`config.mk`:
```
export PLATFORM = sky130hd
export DESIGN_NAME = qual_iq
export DESIGN_NICKNAME = d
export VERILOG_FILES = /design/src/rtl/qual_iq.sv
export SDC_FILE = /design/constraint.sdc
export NUM_CORES = 2
export LEC_CHECK = 0
export ABC_CLOCK_PERIOD_IN_PS = 10200
export BUFFER_PORTS_ARGS = -buffer_cell sky130_fd_sc_hd__buf_2
export CAP_MARGIN = 20
export CELL_PAD_IN_SITES_DETAIL_PLACEMENT = 1
export CELL_PAD_IN_SITES_GLOBAL_PLACEMENT = 1
export CORE_MARGIN = 2
export CORE_UTILIZATION = 40
export DETAILED_ROUTE_END_ITERATION = 16
export GPL_TIMING_DRIVEN = 0
export PLACE_DENSITY_LB_ADDON = 0.08
export SYNTH_ARGS = -nofsm -noshare
export SYNTH_HDL_FRONTEND = slang
export SYNTH_SLANG_ARGS = --single-unit
```
`constraint.sdc`:
```
create_clock -name clk -period 10.2 [get_ports clk]
set_clock_uncertainty 0.15 [all_clocks]
set_input_delay 1.53 -clock clk [delete_from_list [all_inputs] [get_ports clk]]
set_output_delay 1.53 -clock clk [all_outputs]
set_load 0.02 [all_outputs]
```
`src/rtl/qual_iq.sv`:
```
module qual_iq #(
  parameter int SLOTS = 4,
  parameter int DEPTH = 8,
  parameter int IW    = 36,
  parameter int TW    = 3
) (
  input  logic                  clk,
  input  logic                  rst_n,
  input  logic [SLOTS-1:0]      disp_valid,
  input  logic [SLOTS-1:0]      disp_cond,
  input  logic [SLOTS*IW-1:0]   disp_instr,
  input  logic [SLOTS*TW-1:0]   disp_tag,
  input  logic [SLOTS-1:0]      cancel_prev,
  input  logic                  br_resolve,
  input  logic                  br_taken,
  input  logic                  irq,
  output logic [$clog2(DEPTH+1)-1:0] free_cnt,
  output logic [1:0]            dec_valid,
  output logic [2*IW-1:0]       dec_instr,
  output logic [2*TW-1:0]       dec_tag,
  input  logic [1:0]            dec_ready
);
  localparam int PW = $clog2(DEPTH);
  localparam int CW = $clog2(DEPTH+1);
  localparam int SW = $clog2(SLOTS+1);

  logic [IW-1:0]    q_ins [DEPTH];
  logic [TW-1:0]    q_tag [DEPTH];
  logic [DEPTH-1:0] q_rv, q_cond;
  logic [PW-1:0]    head;
  logic [CW-1:0]    cnt;
  logic [PW-1:0]    prev_ptr [SLOTS];
  logic [SLOTS-1:0] prev_wr;

  wire              kill_br = br_resolve & br_taken;
  wire [SLOTS-1:0]  slot_ok = disp_valid & ~{SLOTS{irq}} & ~({SLOTS{kill_br}} & disp_cond);

  logic [PW-1:0]    wptr [SLOTS];
  logic [SW-1:0]    n_acc;
  logic [DEPTH-1:0] eff;
  logic             f0, f1;
  logic [CW-1:0]    k0, k1, pop;
  logic [PW-1:0]    p0, p1;
  wire              take0 = f0 & dec_ready[0];
  wire              take1 = take0 & f1 & dec_ready[1];

  always_comb begin
    logic [SW-1:0] acc;
    acc = '0;
    for (int s = 0; s < SLOTS; s++) begin
      wptr[s] = head + cnt[PW-1:0] + PW'(acc);
      if (slot_ok[s]) acc = acc + 1'b1;
    end
    n_acc = acc;
  end

  always_comb begin
    for (int i = 0; i < DEPTH; i++) begin
      logic       hit;
      logic [PW-1:0] off;
      hit = 1'b0;
      for (int s = 0; s < SLOTS; s++)
        if (prev_wr[s] && cancel_prev[s] && prev_ptr[s] == PW'(i)) hit = 1'b1;
      off = PW'(i) - head;
      eff[i] = q_rv[i] && (CW'(off) < cnt) && !hit && !(kill_br && q_cond[i]) && !irq;
    end
  end

  always_comb begin
    f0 = 1'b0; f1 = 1'b0; k0 = '0; k1 = '0; p0 = head; p1 = head;
    for (int k = 0; k < DEPTH; k++) begin
      logic [PW-1:0] ph;
      ph = head + PW'(k);
      if (eff[ph]) begin
        if (!f0) begin f0 = 1'b1; k0 = CW'(k); p0 = ph; end
        else if (!f1) begin f1 = 1'b1; k1 = CW'(k); p1 = ph; end
      end
    end
    if (irq)        pop = cnt;
    else if (take1) pop = k1 + 1'b1;
    else if (take0) pop = k0 + 1'b1;
    else if (f0)    pop = k0;
    else            pop = cnt;
  end

  assign free_cnt  = CW'(DEPTH) - cnt;
  assign dec_valid = {f1, f0};
  assign dec_instr = {q_ins[p1], q_ins[p0]};
  assign dec_tag   = {q_tag[p1], q_tag[p0]};

  always_ff @(posedge clk or negedge rst_n) begin
    if (!rst_n) begin
      head    <= '0;
      cnt     <= '0;
      q_rv    <= '0;
      q_cond  <= '0;
      prev_wr <= '0;
    end else begin
      q_rv <= eff;
      if (br_resolve) q_cond <= '0;
      for (int s = 0; s < SLOTS; s++)
        if (slot_ok[s]) begin
          q_rv[wptr[s]]   <= 1'b1;
          q_cond[wptr[s]] <= disp_cond[s] & ~br_resolve;
        end
      prev_wr <= slot_ok;
      head    <= head + pop[PW-1:0];
      cnt     <= cnt - pop + CW'(n_acc);
    end
  end

  always_ff @(posedge clk) begin
    for (int s = 0; s < SLOTS; s++)
      if (slot_ok[s]) begin
        q_ins[wptr[s]] <= disp_instr[s*IW +: IW];
        q_tag[wptr[s]] <= disp_tag[s*TW +: TW];
        prev_ptr[s]    <= wptr[s];
      end
  end

  AST_NO_OVERFLOW: assert property (@(posedge clk) disable iff (!rst_n)
    $countones(disp_valid) <= free_cnt);
  AST_FREE_RANGE: assert property (@(posedge clk) disable iff (!rst_n)
    free_cnt <= CW'(DEPTH));
  AST_IRQ_EMPTY: assert property (@(posedge clk) disable iff (!rst_n)
    irq |=> (free_cnt == CW'(DEPTH)) && (dec_valid == 2'b00));
  AST_FREE_STEP: assert property (@(posedge clk) disable iff (!rst_n)
    !irq |=> (free_cnt + CW'($past(n_acc))) >= $past(free_cnt));
  AST_HOLD_HEAD: assert property (@(posedge clk) disable iff (!rst_n)
    (dec_valid[0] && !dec_ready[0] && !irq && !br_resolve && cancel_prev == '0)
    |=> dec_valid[0] && (dec_instr[IW-1:0] == $past(dec_instr[IW-1:0])));
endmodule

```
Yosys cells after proc, flatten, opt, wreduce, memory -nomap -nowiden
Memories as Yosys holds them, arrays and structs flattened.
Cells that the tools add are included.
- memories kept: 3
- output and inout bits: 84
- flip-flop bits (word level): 27
- input port bits: 175
- logic and storage cells: 382
- bits in writable memories: 324
- memories (memory ; words ; width ; read ports ; clocked after Yosys merged registers in ; wr ports ; RTL line ; RTL):
    q_ins ; 8 ; 36 ; 2 ; 0 ; 4 ; 27 ; logic [IW-1:0] q_ins [DEPTH];
    q_tag ; 8 ; 3 ; 2 ; 0 ; 4 ; 28 ; logic [TW-1:0] q_tag [DEPTH];
    prev_ptr ; 4 ; 3 ; 4 ; 0 ; 4 ; 32 ; logic [PW-1:0] prev_ptr [SLOTS];
- bitwise logic cells: 18
- eq/ne operators: 28
- multiplexer cells: 175
- reduce and logical (&&, ||, !) cells: 101
- magnitude comparators: 24
- add/subtract/negate cells: 28
- operator list (cell ; number):
    4-bit two-way mux ; 34
    3-bit two-way mux ; 37
    1-bit logical AND ; 80
    1-bit two-way mux ; 79
    8-bit two-way mux ; 9
    3-bit equality test (second input constant) ; 16
    3-bit by 4-bit < comparator with 1-bit output (second input constant) ; 12
    8-bit bitwise mux ; 4
    3-bit by 4-bit < comparator with 1-bit output ; 8
    8-bit OR ; 4
    1-bit binary-select mux with 3-bit select ; 8
    3-bit by 2-bit equality test with 1-bit output (second input constant) ; 8
    1-bit logical NOT ; 17
    3-bit adder ; 5
    3-bit by 1-bit adder with 3-bit output (second input constant) ; 4
    3-bit adder (second input constant) ; 4
    4-bit AND ; 3
    1-bit demux with 3-bit select ; 4
    3-bit by 1-bit equality test with 1-bit output (second input constant) ; 4
    3-bit by 1-bit >= comparator with 1-bit output (second input constant) ; 4
    3-bit logical NOT ; 4
    3-bit subtractor (first input constant) ; 4
    4-bit by 1-bit adder with 4-bit output (second input constant) ; 2
    1-bit AND ; 8
    other kinds (8) ; 12

Logic depth before layout (Yosys ltp)
An unclocked memory read counts as a cell.
- depth in word-level cells: 39
- depth in mapped cells: 32
- depth with buffers taken out: 29

Least setup slack after synthesis
Ideal clock, no wire load.
- path type: register -> output
- start: register head[1]
- end: output port dec_instr[63]
- stages on the path, launching flop included: 27
- required time: 8.520 ns
- arrival time: 6.473 ns
- slack: 2.047 ns
- path buffers: 7
- path through: dfrtp_1 > clkbuf_1 > inv_1 > buf_1 > ha_1 > inv_1 > clkbuf_1 > ha_1 > nand2b_1 > a211oi_1 > or4_1 > clkbuf_1 > mux2_4 > mux4_2 > ha_1 > inv_1 > nor2_1 > buf_2 > a31o_2 > a211oi_2 > a21oi_2 > xnor2_1 > nand2b_1 > buf_2 > buf_2 > a211oi_1 > nor4_1
- word-level cells in the longest chain between the ends: 30
- elaborated cells on any way between the ends: 111
- classes of those cells: add/sub (15); order compare (8); mux (55); reduce/logical (32); memory (1)
- RTL lines (element ; RTL line ; RTL):
    start: declaration ; 30 ; logic [PW-1:0] head;
    start signal: assignment ; 107 ; head <= head + pop[PW-1:0];
    1-bit by 3-bit subtractor with 3-bit output, or another cell as far along ; 64 ; off = PW'(i) - head;
    3-bit by 4-bit < comparator with 1-bit output ; 65 ; eff[i] = q_rv[i] && (CW'(off) < cnt) && !hit && !(kill_br && q_cond[i]) && !irq;
    1-bit logical AND (4 in a row) ; 65 ;
    1-bit binary-select mux with 3-bit select ; 74 ; if (eff[ph]) begin
    1-bit two-way mux (not written as such) ; 74 ;
    1-bit two-way mux ; 74 ;
    3-bit two-way mux or 1-bit two-way mux (tied branches) ; 75 ; if (!f0) begin f0 = 1'b1; k0 = CW'(k); p0 = ph; end
    3-bit two-way mux or 1-bit two-way mux (tied branches) ; 74 ;
    (+11 left out) ; - ;
    3-bit two-way mux ; 74 ;
    3-bit two-way mux ; 76 ; else if (!f1) begin f1 = 1'b1; k1 = CW'(k); p1 = ph; end
    3-bit two-way mux ; 75 ;
    3-bit two-way mux ; 74 ;
    3-bit two-way mux ; 76 ;
    3-bit two-way mux ; 75 ;
    3-bit two-way mux * ; 74 ;
    memory 8 x 36 bit * ; - ;
    end: declaration ; 19 ; output logic [2*IW-1:0] dec_instr,
Mark *: on every way between the ends. The rest lies on a longest branch, timed or not. The select of a mux whose other input is x is not followed.

Worst setup path after layout
- start: register head[1]
- end: output port dec_instr[54]
Same word-level chain as after synthesis.

==> impl_metrics.prom <==
# TYPE chip_impl_metric gauge
chip_impl_info{name="status",value="complete, no violations"} 1
chip_impl_metric{name="final_instance_area",unit="sq mm"} 0.0345
chip_impl_metric{name="tightestPinTransition",unit="ps"} 1320
chip_impl_metric{name="synth_edf_count",unit=""} 324
chip_impl_info{name="min_path_type",value="reg -> reg"} 1
chip_impl_metric{name="finish.cell_count_without_fillers",unit=""} 4766
chip_impl_metric{name="detailedRoute.firstIterationViolations",unit=""} 3961
chip_impl_metric{name="detailroute.via_count",unit=""} 31953
chip_impl_info{name="synth_top_flop_cell",value="edfxtp_1"} 1
chip_impl_metric{name="cp.buffers_inverters",unit=""} 10
chip_impl_metric{name="floorplan.core_area",unit="sq mm"} 0.0746
chip_impl_metric{name="numClockSinks",unit=""} 351
chip_impl_metric{name="routed_via_density",unit=""} 6.70
chip_impl_metric{name="boundaryPins",unit=""} 259
chip_impl_info{name="final_common_cell",value="mux2i_1"} 1
chip_impl_info{name="cts.root.buffer_cell",value="clkbuf_16"} 1
chip_impl_metric{name="detail-route-antenna-nets",unit=""} 0
chip_impl_metric{name="worst_ep_required_time",unit="ps"} 8520
chip_impl_metric{name="timing.critical_path.arrival",unit="ps"} 8200
chip_impl_metric{name="place_congestion",unit=""} 0.984
chip_impl_metric{name="drt-pass1-iter-count",unit=""} 6
chip_impl_metric{name="number_of_levels_the_h_tree_was_split_into",unit=""} 2
chip_impl_info{name="rsz0062_at_grt",value="false"} 1
chip_impl_info{name="critPathCaptureType",value="output pin"} 1
chip_impl_metric{name="count_of_final_max_slew_check_failures",unit=""} 0
chip_impl_metric{name="max_cap_viol_count",unit=""} 0
chip_impl_metric{name="timing.critical_path.fanout_max",unit=""} 11
chip_impl_metric{name="drc_markers",unit=""} 0
chip_impl_metric{name="yosys_warnings",unit=""} 0
chip_impl_metric{name="grt_util_met3",unit="%"} 10.5
chip_impl_metric{name="total_routing_resource_utilization_after_global_routing",unit="%"} 41.6
chip_impl_info{name="timing.critical_path.from_type",value="flop"} 1
chip_impl_metric{name="synth.avg_cell_area",unit="sq um"} 8.55
chip_impl_metric{name="regArea",unit="sq mm"} 0.0104
chip_impl_metric{name="worst_path_largest_cell_delay",unit="ps"} 680
chip_impl_info{name="tritoncts",value="yes"} 1
chip_impl_metric{name="start_util",unit="%"} 40.5
chip_impl_metric{name="number_of_setup_violations_in_the_final_report",unit=""} 0
chip_impl_metric{name="cts-buffers-inserted",unit=""} 44
chip_impl_metric{name="area_delta_synth_final",unit="%"} 14.1
chip_impl_metric{name="port_buffers",unit=""} 133
chip_impl_info{name="path_class",value="reg -> out"} 1
chip_impl_metric{name="hold_buf_cts",unit=""} 0
chip_impl_metric{name="grt_max_degree",unit=""} 41
chip_impl_metric{name="final_hold_viol_count",unit=""} 0
chip_impl_metric{name="grt_first_pass_wirelength",unit="um"} 234000
chip_impl_metric{name="chipHeight",unit="um"} 279
chip_impl_metric{name="yosys_register_bits",unit=""} 351
chip_impl_metric{name="worstSkewPairLatency",unit="ps"} 620
chip_impl_metric{name="slew_headroom",unit="%"} 12.0
chip_impl_metric{name="finalNetCount",unit=""} 3970
chip_impl_info{name="worst_path_max_delay_cell",value="clkbuf_1"} 1
chip_impl_metric{name="antenna_found_initial",unit=""} 11
chip_impl_metric{name="synth_cell_type_count",unit=""} 78
chip_impl_metric{name="post_route_cells_drive_above_1_share",unit="%"} 13.6
chip_impl_metric{name="syn_inst",unit=""} 3533
chip_impl_metric{name="grt_overflow_total",unit=""} 0
chip_impl_info{name="crit_family",value="buffers and inverters"} 1
chip_impl_metric{name="post-place-cells",unit=""} 4666
chip_impl_metric{name="wire_per_inst",unit="um"} 35.1
chip_impl_metric{name="postSynthNetCount",unit=""} 3750
chip_impl_metric{name="syn_area",unit="sq mm"} 0.0302
chip_impl_metric{name="die_area",unit="sq mm"} 0.0778
chip_impl_metric{name="placement_rows",unit=""} 100
chip_impl_info{name="final_cell_mix",value="mux2i_1, nand2_1, o21ai_0"} 1
chip_impl_metric{name="placement.cell_area",unit="sq mm"} 0.0326
chip_impl_metric{name="final.period_utilization",unit="%"} 96.8
chip_impl_metric{name="first_global_vias",unit=""} 32125
chip_impl_metric{name="fill_cells",unit=""} 8843
chip_impl_metric{name="die_w",unit="um"} 279
chip_impl_metric{name="post_detail_place_hpwl",unit="um"} 118000
chip_impl_metric{name="multi_input_comb_area",unit="sq mm"} 0.0181
chip_impl_metric{name="wirelength",unit="um"} 167000
chip_impl_metric{name="groute.layer.met1.usage",unit="%"} 54.4
chip_impl_metric{name="synth_sequential_area_ratio",unit="%"} 34.4
chip_impl_metric{name="min_cycle_time_layout",unit="ps"} 9880
chip_impl_metric{name="fmax",unit="MHz"} 101
chip_impl_metric{name="ctsLongestPathBuffers",unit=""} 3
chip_impl_metric{name="clock_pin_slew_on_the_worst_setup_and_hold_paths",unit="ps"} 60
chip_impl_metric{name="synth-async-reset-ratio",unit="%"} 7.69
chip_impl_metric{name="use_met2",unit="%"} 62.9
chip_impl_info{name="grt_most_used_layer",value="met2"} 1
## cells in the mapped netlist, drive strengths merged, types with 33 or more instances
cell type  number  area (sq um)
nand3          41           205
o21ai         450          2250
buf            97           594
mux2i         564          5650
clkbuf        316          1230
a21oi         239          1210
nor3           33           165
ha             34           425
edfxtp        324          9730
nor2          269          1010
a211oi        169          1320
nor4           42           275
nand2         485          1820
mux2           46           526
nor3b         160          1250
## per-stage QoR
stage | utilization, % | hold slack (ps) | setup TNS [ps] | worst slack [ps]
after floorplan | - | 442 | 0 | 2050
after global placement | 43.0 | 551 | -27610 | -733
after detailed placement | 43.8 | 549 | -46070 | -977
after CTS | 45.9 | 564 | 0 | 21.3
after global routing | 46.2 | 601 | 0 | 52.3
final | 46.2 | 568 | 0 | 323
## cells by family (layout without fill, tap and decap cells)
| group | count (synthesis) | count (layout) | share of synthesized area, % |
|---|---|---|---|
| flip-flops | 351 | 351 | 34.4 |
| other | 0 | 8 | 0 |
| AND/OR/NAND/NOR | 1098 | 1098 | 17.1 |
| adder cells (fa/ha/maj) | 42 | 42 | 1.94 |
| AO/OA/AOI/OAI | 959 | 959 | 18.6 |
| buffers and inverters | 446 | 702 | 6.46 |
| multiplexers | 616 | 616 | 20.9 |
| XOR/XNOR | 21 | 21 | 0.609 |
## worst reg2reg max path: cells and delay by family, from the launching register on
| family | cells | cell delay (ps) |
|---|---|---|
| and+or+nand+nor | 5 | 1130 |
| DFF | 1 | 520 |
| AOI/OAI and AO/OA | 7 | 1610 |
| buffers and inverters | 7 | 1380 |
| xor gates and xnor gates | 2 | 310 |
| muxes | 2 | 920 |
| adders and majority gates | 6 | 2130 |
## sequential cells by signal, indices dropped and copies added, names as in the netlist
signal / flops
prev_ptr: 12
q_tag: 24
prev_wr: 4
q_rv: 8
q_cond: 8
cnt: 4
head: 3
q_ins: 288
## per-layer routing
layer / up-vias / share of wire, %
met1: 15880 / 40
met2: 2168 / 43
met4: 11 / 6.0
met5: - / 0.082
met3: 565 / 11
li1: 13329 / -
## path summary, 6_finish.rpt
check | from | end | slack (ps) | cells past startpoint
worst max-delay path | head[1] | dec_instr[54] | 320 | 26
min in group asynchronous | rst_n | q_rv[4] | 830 | 1
max in group asynchronous | rst_n | q_cond[0] | 8590 | 1
worst min register to register | head[0] | head[0] | 570 | 1
worst max register to register | head[1] | cnt[3] | 1940 | 29
worst min-delay path | head[0] | head[0] | 570 | 1
## cell type report
type,instances,area share [%]
Inverter,33,0.370
Tap cell,969,3.52
Clock buffer,50,3.32
Antenna cell,8,0.0581
Clock inverter,32,0.933
Buffer,412,5.41
Sequential cell,351,30.2
Multi-Input combinational cell,2736,52.5
Timing Repair Buffer,175,3.71
## timing repair
| item | CTS | global route |
|---|---|---|
| gates resized for setup | 35 | 31 |
| pin swaps | 1 | 2 |
| setup buffers | 1 | 3 |
| setup endpoints to repair | 78 | 78 |
| hold endpoints to repair | 0 | 0 |
Power is not shown: default switching activity piles up to over one toggle a cycle in this logic, so the estimate is an artifact.
